File: src/rtl/sps_pkg.sv
package sps_pkg;
  typedef enum logic {
    TMR_IDLE = 1'b0,
    TMR_RUN  = 1'b1
  } tmr_state_t;
endpackage

File: src/rtl/sps_sync.sv
module sps_sync #(
  parameter int STAGES = 2
) (
  input  logic clk,
  input  logic rst_n,
  input  logic async_in,
  output logic now_o,
  output logic was_o
);
  logic [STAGES:0] pipe_q;

  always_ff @(posedge clk or negedge rst_n) begin
    if (!rst_n) pipe_q <= '0;
    else        pipe_q <= {pipe_q[STAGES-1:0], async_in};
  end

  assign now_o = pipe_q[STAGES-1];
  assign was_o = pipe_q[STAGES];
endmodule

File: src/rtl/sps_conv_timer.sv
module sps_conv_timer
  import sps_pkg::*;
#(
  parameter int DATA_W     = 12,
  parameter int SAMPLE_W   = 14,
  parameter int CONV_TICKS = 280
) (
  input  logic                       clk,
  input  logic                       rst_n,
  input  logic                       start_i,
  input  logic                       abort_i,
  input  logic signed [SAMPLE_W-1:0] sample_in,
  output logic [DATA_W-1:0]          result_q,
  output logic                       done_o
);
  localparam int CNT_W = $clog2(CONV_TICKS + 1);
  localparam logic [CNT_W-1:0] LAST = CNT_W'(CONV_TICKS - 1);
  localparam logic signed [SAMPLE_W:0] FULL_CODE = $signed((SAMPLE_W+1)'((1 << DATA_W) - 1));

  // Straight-binary clamp of a signed sample into DATA_W bits.
  function automatic logic [DATA_W-1:0] clamp_code(input logic signed [SAMPLE_W-1:0] raw);
    if (raw[SAMPLE_W-1])      return '0;
    else if (raw > FULL_CODE) return '1;
    else                      return raw[DATA_W-1:0];
  endfunction

  tmr_state_t       state_q;
  logic [CNT_W-1:0] cnt_q;

  assign done_o = (state_q == TMR_RUN) && !start_i && !abort_i && (cnt_q == LAST);

  always_ff @(posedge clk or negedge rst_n) begin
    if (!rst_n) begin
      state_q  <= TMR_IDLE;
      cnt_q    <= '0;
      result_q <= '0;
    end else if (start_i) begin
      state_q <= TMR_RUN;
      cnt_q   <= '0;
    end else if (state_q == TMR_RUN) begin
      if (abort_i || done_o) state_q <= TMR_IDLE;
      else                   cnt_q   <= cnt_q + 1'b1;
      if (done_o)            result_q <= clamp_code(sample_in);
    end
  end
endmodule

File: src/rtl/sps_shift_out.sv
module sps_shift_out #(
  parameter int DATA_W = 12
) (
  input  logic              clk,
  input  logic              rst_n,
  input  logic              load_i,
  input  logic              advance_i,
  input  logic              quiet_i,
  input  logic [DATA_W-1:0] load_word,
  output logic              bit_o,
  output logic              next_bit_o,
  output logic              drive_o
);
  logic [DATA_W-1:0] word_q;

  always_ff @(posedge clk or negedge rst_n) begin
    if (!rst_n) begin
      word_q  <= '0;
      drive_o <= 1'b0;
    end else if (load_i) begin
      word_q  <= load_word;
      drive_o <= 1'b1;
    end else begin
      if (quiet_i)             drive_o <= 1'b0;
      if (advance_i && drive_o) word_q <= {word_q[DATA_W-2:0], 1'b0};
    end
  end

  assign bit_o      = word_q[DATA_W-1];
  assign next_bit_o = word_q[DATA_W-2];
endmodule

File: src/rtl/sar_serial_port.sv
module sar_serial_port #(
  parameter int DATA_W      = 12,
  parameter int SAMPLE_W    = 14,
  parameter int CONV_TICKS  = 280,
  parameter int SYNC_STAGES = 2
) (
  input  logic                       clk,
  input  logic                       rst_n,
  input  logic                       conv_in,
  input  logic                       sck_in,
  input  logic signed [SAMPLE_W-1:0] sample_in,
  output logic                       sdo,
  output logic                       sdo_oe
);
  logic conv_now, conv_was, sck_now, sck_was;
  logic conv_rise_evt, conv_fall_evt, sck_fall_evt, conv_done_evt;
  logic drive_q, next_bit;
  logic [DATA_W-1:0] result_q;

  sps_sync #(.STAGES(SYNC_STAGES)) u_conv_sync (
    .clk(clk), .rst_n(rst_n), .async_in(conv_in), .now_o(conv_now), .was_o(conv_was));
  sps_sync #(.STAGES(SYNC_STAGES)) u_sck_sync (
    .clk(clk), .rst_n(rst_n), .async_in(sck_in), .now_o(sck_now), .was_o(sck_was));

  // Named events for the checker
  assign conv_rise_evt = conv_now & ~conv_was;
  assign conv_fall_evt = ~conv_now & conv_was;
  assign sck_fall_evt  = ~sck_now & sck_was;

  sps_conv_timer #(.DATA_W(DATA_W), .SAMPLE_W(SAMPLE_W), .CONV_TICKS(CONV_TICKS)) u_timer (
    .clk(clk), .rst_n(rst_n), .start_i(conv_rise_evt), .abort_i(conv_fall_evt),
    .sample_in(sample_in), .result_q(result_q), .done_o(conv_done_evt));

  sps_shift_out #(.DATA_W(DATA_W)) u_shift (
    .clk(clk), .rst_n(rst_n), .load_i(conv_fall_evt), .advance_i(sck_fall_evt),
    .quiet_i(conv_rise_evt), .load_word(result_q), .bit_o(sdo),
    .next_bit_o(next_bit), .drive_o(drive_q));

  // Raw strobe gates the enable so high impedance follows it without a clock
  assign sdo_oe = drive_q & ~conv_in;
endmodule

File: config.mk
export PLATFORM = sky130hd
export DESIGN_NAME = sar_serial_port
export DESIGN_NICKNAME = d
export VERILOG_FILES = /design/src/rtl/sps_pkg.sv /design/src/rtl/sps_sync.sv /design/src/rtl/sps_conv_timer.sv /design/src/rtl/sps_shift_out.sv /design/src/rtl/sar_serial_port.sv
export SDC_FILE = /design/constraint.sdc
export NUM_CORES = 1
export LEC_CHECK = 0
export BUFFER_PORTS_ARGS = -buffer_cell sky130_fd_sc_hd__clkbuf_2
export CORE_MARGIN = 10
export CORE_UTILIZATION = 52
export CTS_CLUSTER_DIAMETER = 120
export DETAILED_ROUTE_END_ITERATION = 12
export MAX_ROUTING_LAYER = met4
export PLACE_DENSITY = 0.75
export SLEW_MARGIN = 20
export SYNTH_ARGS = -nofsm -noshare
export SYNTH_HDL_FRONTEND = slang
export SYNTH_SLANG_ARGS = --single-unit
File: constraint.sdc
create_clock -name clk -period 1.9 [get_ports clk]
set_input_delay 0.285 -clock clk [delete_from_list [all_inputs] [get_ports clk]]
set_output_delay 0.285 -clock clk [all_outputs]
set_load 0.02 [all_outputs]
==> results of run 1 <==
flip-flops by register name, summed over array words and instances, names as in the netlist:
register and flops:
u_sck_sync.pipe_q 3, u_timer.state_q 1, u_timer.result_q 12, u_conv_sync.pipe_q 3
u_shift.drive_o 1, u_timer.cnt_q 9, u_shift.word_q 12
cell families after synthesis:
group                    synth area share, %
AND/OR/NAND/NOR                         18.6
AO/OA/AOI/OAI                           6.09
buffers and inverters                   3.68
adder cells (fa/ha/maj)                 1.90
flip-flops                              52.0
multiplexers                            17.7
layer usage:
metal / up-vias / track usage, %
met2: 36 / 18.0
met5: - / -
met3: 7 / 2.95
li1: 649 / -
met4: 0 / 6.46
met1: 639 / 14.9
critical path, cell delays in order (launching register included):
cell and delay [ns]:
dfrtp_1 0.41, ha_1 0.27, and4b_1 0.27, a211oi_1 0.31, mux2_2 0.37
cell type report:
type                       count  area, um^2  area share (%)
clock buffer                   6        82.6            3.67
clock inverter                 2        37.5            1.67
inverter                       4        15.0           0.668
multi-input combinational    122         873            38.9
sequential                    41        1030            45.7
tap                           48        60.1            2.67
timing repair buffer          25         153            6.79
metrics by stage:
step / power (mW) / utilization (%) / worst slack, ns / instances / instance area [um^2]
global route: 2.12 / 61.4 / 0.0561 / 248 / 2250
floorplan: 1.22 / - / 0.139 / 176 / 1970
global placement: 1.29 / 57.6 / 0.179 / 239 / 2110
CTS: 2.04 / 60.8 / 0.0962 / 247 / 2230
finish: 2.01 / 61.4 / 0.156 / 248 / 2250
detailed placement: 1.31 / 57.6 / 0.108 / 239 / 2110
cell usage in the layout (no fill, tap or decap), drive strengths merged:
master	instances
a211oi	2
a21oi	4
and4b	1
buf	6
bufinv	1
clkbuf	25
clkinvlp	1
dfrtp	41
ha	3
inv	4
mux2	17
mux2i	12
nand2	16
nand2b	4
nand3	3
nand3b	1
nand4b	1
nand4bb	1
nor2	28
nor2b	5
nor4	3
nor4b	1
o21ai	14
o21bai	1
o31ai	1
or2	1
or3	2
or4	1
power breakdown:
group / switching [mW] / internal [mW]
registers: 0.0687 / 0.964
logic: 0.132 / 0.129
clock network: 0.291 / 0.427
total: 0.491 / 1.52
worst max-delay path by stage:
| stage | startpoint | end | slack (ns) | cells past startpoint |
|---|---|---|---|---|
| 3_5_place_dp | u_timer.cnt_q[0] | u_timer.result_q[5] | 0.11 | 4 |
| 4_1_cts | u_timer.cnt_q[0] | u_timer.result_q[5] | 0.1 | 4 |
| 6_report | u_timer.cnt_q[0] | u_timer.cnt_q[3] | 0.16 | 4 |
| 2_1_floorplan | u_conv_sync.pipe_q[1] | u_timer.result_q[0] | 0.14 | 8 |
| 5_1_grt | u_conv_sync.pipe_q[1] | u_timer.cnt_q[7] | 0.06 | 5 |
| 3_3_place_gp | u_timer.cnt_q[0] | u_timer.result_q[10] | 0.18 | 4 |
what timing repair did:
action                                  CTS  global route
endpoints found under the hold margin     0             0
endpoints found under the setup margin    0             7
setup buffers                             0             1
==> metrics, run 1 <==
wl on met1=1.65 mm; H-Tree Depth=2; fraction of layout cells with a size suffix above 1=27.0%; synthesized area=0.00197 mm^2; vias=1331; WHS=-0.0000544 ns; Synth async-reset ratio=100%; Top FF cell, synth=dfrtp_1; Layout Nets=220; Worst EP arrival=1.92 ns; CTS max path bufs=2; post-synthesis register bit count=41; die width=81.6 um; R2R setup slack=between 0.15 and 0.2 ns; WL final=about 3.5 mm; Die Y=between 80 and 90 um; Cells after Synth=176; most common cell in the synthesized netlist=dfrtp_1; FF-to-FF path depth=4; DR DRC count=0; run status=complete, but fails checks; Power Density=895 mW/mm^2; element type at the critical path end=flip-flop; post-synthesis cell type count=29; antenna viol nets, final=0; Synth-to-Final Area Change=14.0%; leakage=~1.1 nW; cts hold-fix bufs=0; Max Clock Freq=between 0.5 and 0.6 GHz; Resize count post-CTS=0; initial core utilization=between 50 and 60%; antenna violations before repair=0; metal3 WL=131 um; number of global-route vias before repair=between 1000 and 1500; Ant. Diodes=0; worst slew pin tran=just over 0.6 ns; total CTS buffers=5; Tcrit/Tclk final=91.8%; GRT Overall Usage=12.1%; CORE AREA=approximately 0.0037 mm^2; top-area cell type share of the netlist area=52.0%; Final Max Tran Viols=0; grt total ovfl=0; CTS tree=yes; Placer Congestion=0.917; largest net degree at the start of global routing=27; metal2 WL=1.65 mm; vias per cell=5.37; Post-synth EDFFs=0; Max Cap Violations=0; setup violators final=0; R2R Path Start=u_timer.cnt_q[0]; WP data required=2.08 ns; Initial DRC Count=138; worst-skew pair later-pin latency=0.29 ns; clk sink count=41; syn_nets=197; Peak VDD IR=0.000569 V; Fillers=298; Setup CP Type=flip-flop to flip-flop; row count=22; Area contributors post-synth=dfrtp_1 (52%), mux2_4 (7.6%), mux2i_1 (6.1%), nor2_1 (5.3%), mux2_2 (4.0%); die area=0.00666 mm^2; Routed WL per cell=14.1 um; IO Count=20; Top Metal Used=met4; final hold violation count=1; failing checks=hold timing; first-pass GRT wire length=6.09 mm; dominant cell type by area after synthesis=dfrtp_1; Port Buffers=19; sequential fraction of the synthesis area=a little over half; unrepaired setup endpoints after global routing=false; Clock transition at path regs=0.08 ns; Commonest cells post-synth=dfrtp_1 (41), nor2_1 (28), nand2_1 (16); Setup TNS Final=0 ns; max_slew headroom=58.5%; Crit Path Max Fanout=5; Mapped Avg Cell Area=about 11 um^2; r2r endpoint=u_timer.cnt_q[3]; DR pass1 iterations=4; CTS root buffer=clkbuf_8; worst hold-check path type=input port to async pin; post-DP HPWL=2.73 mm; Worst setup SP type=flip-flop; Layout Skew=0.00643 ns; min Tclk post-route=1.74 ns; Synth warnings=0
(Power assumes the default switching activity.)
==> run 2, diff against run 1 <==
- CORE_UTILIZATION: 52 -> 40
- PLACE_DENSITY: 0.75 -> 0.61
==> metrics, run 2 (same netlist as run 1, synthesis figures left out) <==
run status=completed (was complete, but fails checks); first-pass GRT wire length=6.27 mm (was 6.09 mm); CTS tree=yes (unchanged); vias per cell=4.71 (was 5.37); Die Y=90.2 um (was 81.6 um); worst slew pin tran=0.515 ns (was 0.623 ns); R2R setup slack=0.12 ns (was 0.16 ns); antenna violations before repair=0 (unchanged); Port Buffers=19 (unchanged); Multi-input gate area=873 um^2 (unchanged); Setup CP Type=flip-flop to flip-flop (unchanged); row count=25 (was 22); min Tclk post-route=1.78 ns (was 1.74 ns); worst-skew pair later-pin latency=0.30 ns (was 0.29 ns); cts hold-fix bufs=0 (unchanged); largest net degree at the start of global routing=42 (was 27); initial core utilization=41.5% (was 53.9%); Power Density=898 mW/mm^2 (was 895 mW/mm^2); # placed instances=259 (was 239); unrepaired setup endpoints after global routing=false (unchanged); WP data required=2.08 ns (about the same); Max Clock Freq=0.563 GHz (was 0.574 GHz); Fillers=458 (was 298); setup violators final=0 (unchanged); crit path max-delay cell type=nand4bb_4 (was dfrtp_1); number of global-route vias before repair=1305 (was 1331); commonest non-fill, non-tap cell in the layout=dfrtp_1 (unchanged); max_slew headroom=65.7% (was 58.5%); Resize count post-CTS=0 (unchanged); Clock transition at path regs=0.08 ns (about the same); most frequent cells in the layout=dfrtp_1 (41), nor2_1 (28), clkbuf_2 (19) (unchanged); top flop regs=u_shift.word_q (12), u_timer.result_q (12), u_timer.cnt_q (9) (unchanged); die width=90.2 um (was 81.6 um); H-Tree Depth=2 (unchanged); DR DRC count=0 (unchanged); WL final=3.49 mm (was 3.50 mm); GRT Overall Usage=9.65% (was 12.1%); IO Count=20 (unchanged); Setup TNS Final=0 ns (unchanged); Synth-to-Final Area Change=14.5% (was 14.0%); leakage=1.11 nW (about the same); die area=0.00814 mm^2 (was 0.00666 mm^2); Layout Nets=220 (unchanged); non-filler cells in the finished layout=267 (was 248); CTS max path bufs=2 (unchanged); final hold violation count=0 (was 1); Final Max Tran Viols=0 (unchanged); fin area=0.00226 mm^2 (was 0.00225 mm^2); Worst setup SP type=flip-flop (unchanged); worst-path cell chain=inv_1 > ha_1 > nand2b_4 > nand4bb_4 > mux2_4 (was ha_1 > and4b_1 > a211oi_1 > mux2_2); total CTS buffers=5 (unchanged); Peak VDD IR=0.000672 V (was 0.000569 V); grt total ovfl=0 (unchanged); area of placed instances=0.00214 mm^2 (was 0.00211 mm^2); Max stage delay on crit path=0.44 ns (was 0.41 ns); DR pass1 iterations=4 (unchanged); Max Cap Violations=0 (unchanged); worst hold-check path type=input port to async pin (unchanged); vias=1257 (was 1331); Layout Skew=0.00675 ns (was 0.00643 ns); Ant. Diodes=0 (unchanged); element type at the critical path end=flip-flop (unchanged); Crit Path Max Fanout=12 (was 5); CTS root buffer=clkbuf_8 (unchanged); register area=0.00103 mm^2 (unchanged); Post-CTS Setup Bufs=0 (unchanged); post-DP HPWL=2.44 mm (was 2.73 mm); Initial DRC Count=75 (was 138); CORE AREA=0.00475 mm^2 (was 0.00366 mm^2); fraction of layout cells with a size suffix above 1=27.0% (unchanged); Worst EP arrival=1.96 ns (was 1.92 ns); Routed WL per cell=13.1 um (was 14.1 um); Placer Congestion=0.807 (was 0.917); Tcrit/Tclk final=93.5% (was 91.8%); antenna viol nets, final=0 (unchanged); clk sink count=41 (unchanged)
-- run 2: cell count changes in the layout (fill, tap and decap cells not counted) --
cell / delta
buf_12: -1
buf_4: +1
-- run 2: stage by stage --
step	setup WS, ns	total power, mW	utilization (%)	hold slack [ns]
final	0.124	2.03	47.5	0.0358
after global routing	0.00152	2.14	47.5	0.0722
after CTS	0.103	2.06	47.5	0.0605
after detailed placement	0.107	1.32	45.0	0.340
after global placement	0.151	1.31	45.0	0.340
after floorplan	0.139	1.22	-	-0.0106
-- run 2: worst paths after layout --
path                                         end             startpoint  cells after the start
max                          u_timer.result_q[1]  u_conv_sync.pipe_q[1]                      5
min                             u_timer.cnt_q[8]                  rst_n                      2
max reg2reg                  u_timer.result_q[1]  u_conv_sync.pipe_q[1]                      5
min reg2reg                u_conv_sync.pipe_q[1]  u_conv_sync.pipe_q[0]                      0
max in group asynchronous    u_timer.result_q[0]                  rst_n                      2
min in group clk            u_sck_sync.pipe_q[0]                 sck_in                      1
-- run 2: per-layer routing --
layer	vias up	wire length [um]	GRT usage, %
li1	650	-	-
met3	4	146	3.57
met4	0	42	3.58
met5	-	0	-
met2	19	1540	14.2
met1	584	1770	11.8
-- run 2: report_power, final --
part           switching, mW  leakage [nW]  internal [mW]
Clock                  0.308        0.0574          0.427
Sequential            0.0656         0.517          0.964
Combinational          0.129         0.533          0.135
-- run 2: final cells by class --
class | instances | share of cell area, %
inverter | 4 | 0.665
clock inverter | 2 | 1.66
timing repair buffer | 25 | 6.20
clock buffer | 6 | 3.66
sequential | 41 | 45.4
multi-input combinational | 122 | 38.7
tap | 67 | 3.71
-- run 2: critical path: cells and delay by family (launching register included) --
family | cells | cell delay [ns]
buffers and inverters | 1 | 0.05
AND/OR/NAND/NOR | 2 | 0.62
adder cells (fa/ha/maj) | 1 | 0.21
multiplexers | 1 | 0.41
flip-flops | 1 | 0.37
==> run 3, diff against run 2 <==
- SYNTH_HIERARCHICAL: not set -> 1
==> metrics, run 3 <==
grt peak-use layer=met2 (unchanged); Max Clock Freq=0.523 GHz (was 0.563 GHz); Synth warnings=6 (was 0); WL final=4.17 mm (was 3.49 mm); total CTS buffers=5 (unchanged); leakage=1.07 nW (was 1.11 nW); Max stage delay on crit path=0.50 ns (was 0.44 ns); run status=complete, but fails checks (was completed); switching part of the total=28.2% (was 24.8%); Final Max Tran Viols=0 (unchanged); fraction of layout cells with a size suffix above 1=29.1% (was 27.0%); GRT Overall Usage=10.3% (was 9.65%); min Tclk post-route=1.91 ns (was 1.78 ns); worst hold-check path type=input port to async pin (unchanged); Cells after Synth=179 (was 176); GR Layer Usage met2=15.1% (was 14.2%); Layout Skew=0.0122 ns (was 0.00675 ns); H-Tree Depth=2 (unchanged); grt total ovfl=0 (unchanged); WP data required=2.07 ns (was 2.08 ns); max_slew headroom=56.5% (was 65.7%); worst-path cell chain=nor4b_4 > nand4_1 > or3_4 > mux2_4 (was inv_1 > ha_1 > nand2b_4 > nand4bb_4 > mux2_4); setup violators final=6 (was 0); Power Density=824 mW/mm^2 (was 898 mW/mm^2); Die Y=90.9 um (was 90.2 um); worst-skew pair later-pin latency=0.30 ns (about the same); GRT met3 Usage=3.08% (was 3.57%); number of global-route vias before repair=1506 (was 1305); CTS tree=yes (unchanged); die width=90.9 um (was 90.2 um); CTS max path bufs=2 (unchanged); Peak VDD IR=0.000458 V (was 0.000672 V); die area=0.00826 mm^2 (was 0.00814 mm^2); Ant. Diodes=0 (unchanged); Clock transition at path regs=0.09 ns (was 0.08 ns); CP top delay family=simple AND/OR/NAND/NOR gates (unchanged); final hold violation count=0 (unchanged); P_int=1.35 mW (was 1.53 mW); Placer Congestion=0.836 (was 0.807); commonest non-fill, non-tap cell in the layout=dfrtp_1 (unchanged); Mapped Avg Cell Area=11.2 um^2 (about the same); vias per cell=5.11 (was 4.71); Worst setup SP type=flip-flop (unchanged); Sw Pwr=0.532 mW (was 0.503 mW); initial core utilization=42.0% (was 41.5%); most frequent cells in the layout=dfrtp_1 (40), nor2_1 (32), clkbuf_2 (19) (was dfrtp_1 (41), nor2_1 (28), clkbuf_2 (19)); row count=25 (unchanged); clk sink count=41 (unchanged); Tcrit/Tclk final=101% (was 93.5%); CTS root buffer=clkbuf_8 (unchanged); Comb pwr share=14.7% (was 13.0%); crit path max-delay cell type=or3_4 (was nand4bb_4); antenna viol nets, final=0 (unchanged); # placed instances=261 (was 259); Clock power frac=29.9% (was 36.2%); sequential power share=55.4% (was 50.8%); Setup CP Type=flip-flop to flip-flop (unchanged); WHS=0.000252 ns (was 0.0358 ns); CORE AREA=0.00479 mm^2 (was 0.00475 mm^2); R2R setup slack=-0.01 ns (was 0.12 ns); unrepaired setup endpoints after global routing=true (was false); Max Cap Violations=0 (unchanged); Synth-to-Final Area Change=13.7% (was 14.5%); worst slew pin tran=0.652 ns (was 0.515 ns); Port Buffers=19 (unchanged); DR pass1 iterations=4 (unchanged); Layout Nets=224 (was 220); syn_nets=198 (was 197); cts hold-fix bufs=0 (unchanged); element type at the critical path end=flip-flop (unchanged); first-pass GRT wire length=6.91 mm (was 6.27 mm); vias=1395 (was 1257); Crit path buffers/inverters=0 (was 1); Initial DRC Count=81 (was 75); antenna violations before repair=0 (unchanged); Worst EP arrival=2.09 ns (was 1.96 ns); post-DP HPWL=2.90 mm (was 2.44 mm); Routed WL per cell=15.3 um (was 13.1 um); failing checks=setup timing; top flop regs=u_shift/word_q (12), u_timer/result_q (12), u_timer/cnt_q (9) (was u_shift.word_q (12), u_timer.result_q (12), u_timer.cnt_q (9)); synthesized area=0.00201 mm^2 (was 0.00197 mm^2); non-filler cells in the finished layout=273 (was 267); largest net degree at the start of global routing=37 (was 42); IO Count=20 (unchanged); Crit Path Max Fanout=6 (was 12); grt met1 use=13.2% (was 11.8%); DR DRC count=0 (unchanged); Final WS setup=-0.0132 ns (was 0.124 ns)
==> run 3: worst paths after layout <==
| kind | end | depth (start not counted) | startpoint |
|---|---|---|---|
| max | u_timer/result_q[9] | 4 | u_timer/cnt_q[5] |
| min | u_shift/word_q[11] | 1 | rst_n |
| max reg2reg | u_timer/result_q[9] | 4 | u_timer/cnt_q[5] |
| min reg2reg | u_conv_sync/pipe_q[1] | 0 | u_conv_sync/pipe_q[0] |
| max in group asynchronous | u_timer/cnt_q[5] | 2 | rst_n |
| min in group clk | u_sck_sync/pipe_q[0] | 1 | sck_in |
==> run 3: through the flow <==
step	utilization (%)	setup TNS (ns)	worst slack (ns)	cell area (um^2)	total power, mW
floorplan	-	0	0.119	2010	1.24
global placement	45.2	0	0.103	2160	1.32
detailed placement	45.2	0	0.0387	2160	1.34
CTS	47.0	0	0.00731	2250	1.90
global route	47.8	-0.538	-0.0878	2290	1.99
finish	47.8	-0.0281	-0.0132	2290	1.88
==> run 3: repair_timing <==
item                                    in CTS  in global routing
resized for setup                            0                  2
endpoints found under the setup margin       0                 12
setup buffers                                0                  3
==> run 3: power groups by stage <==
stage | Sequential [mW] | Combinational [mW] | Clock, mW
global route | 1.06 | 0.314 | 0.618
finish | 1.04 | 0.277 | 0.562
floorplan | 1.04 | 0.198 | 0
detailed placement | 1.06 | 0.275 | 0
global placement | 1.05 | 0.264 | 0
CTS | 1.04 | 0.277 | 0.579
==> run 3: area by class of cell <==
| type | instances | area [um^2] |
|---|---|---|
| clock buffers | 5 | 68.8 |
| repair buffers | 28 | 163 |
| fillers | 443 | 2500 |
| clock inverters | 3 | 17.5 |
| flip-flops and latches | 41 | 1030 |
| well taps | 67 | 83.8 |
| inverters | 3 | 11.3 |
| multi-input cells | 126 | 915 |
==> run 3: metal layers <==
layer | routed length, um | vias up
met2 | 1860 | 34
met3 | 125 | 3
li1 | - | 673
met1 | 2160 | 685
met5 | 0 | -
met4 | 32 | 0
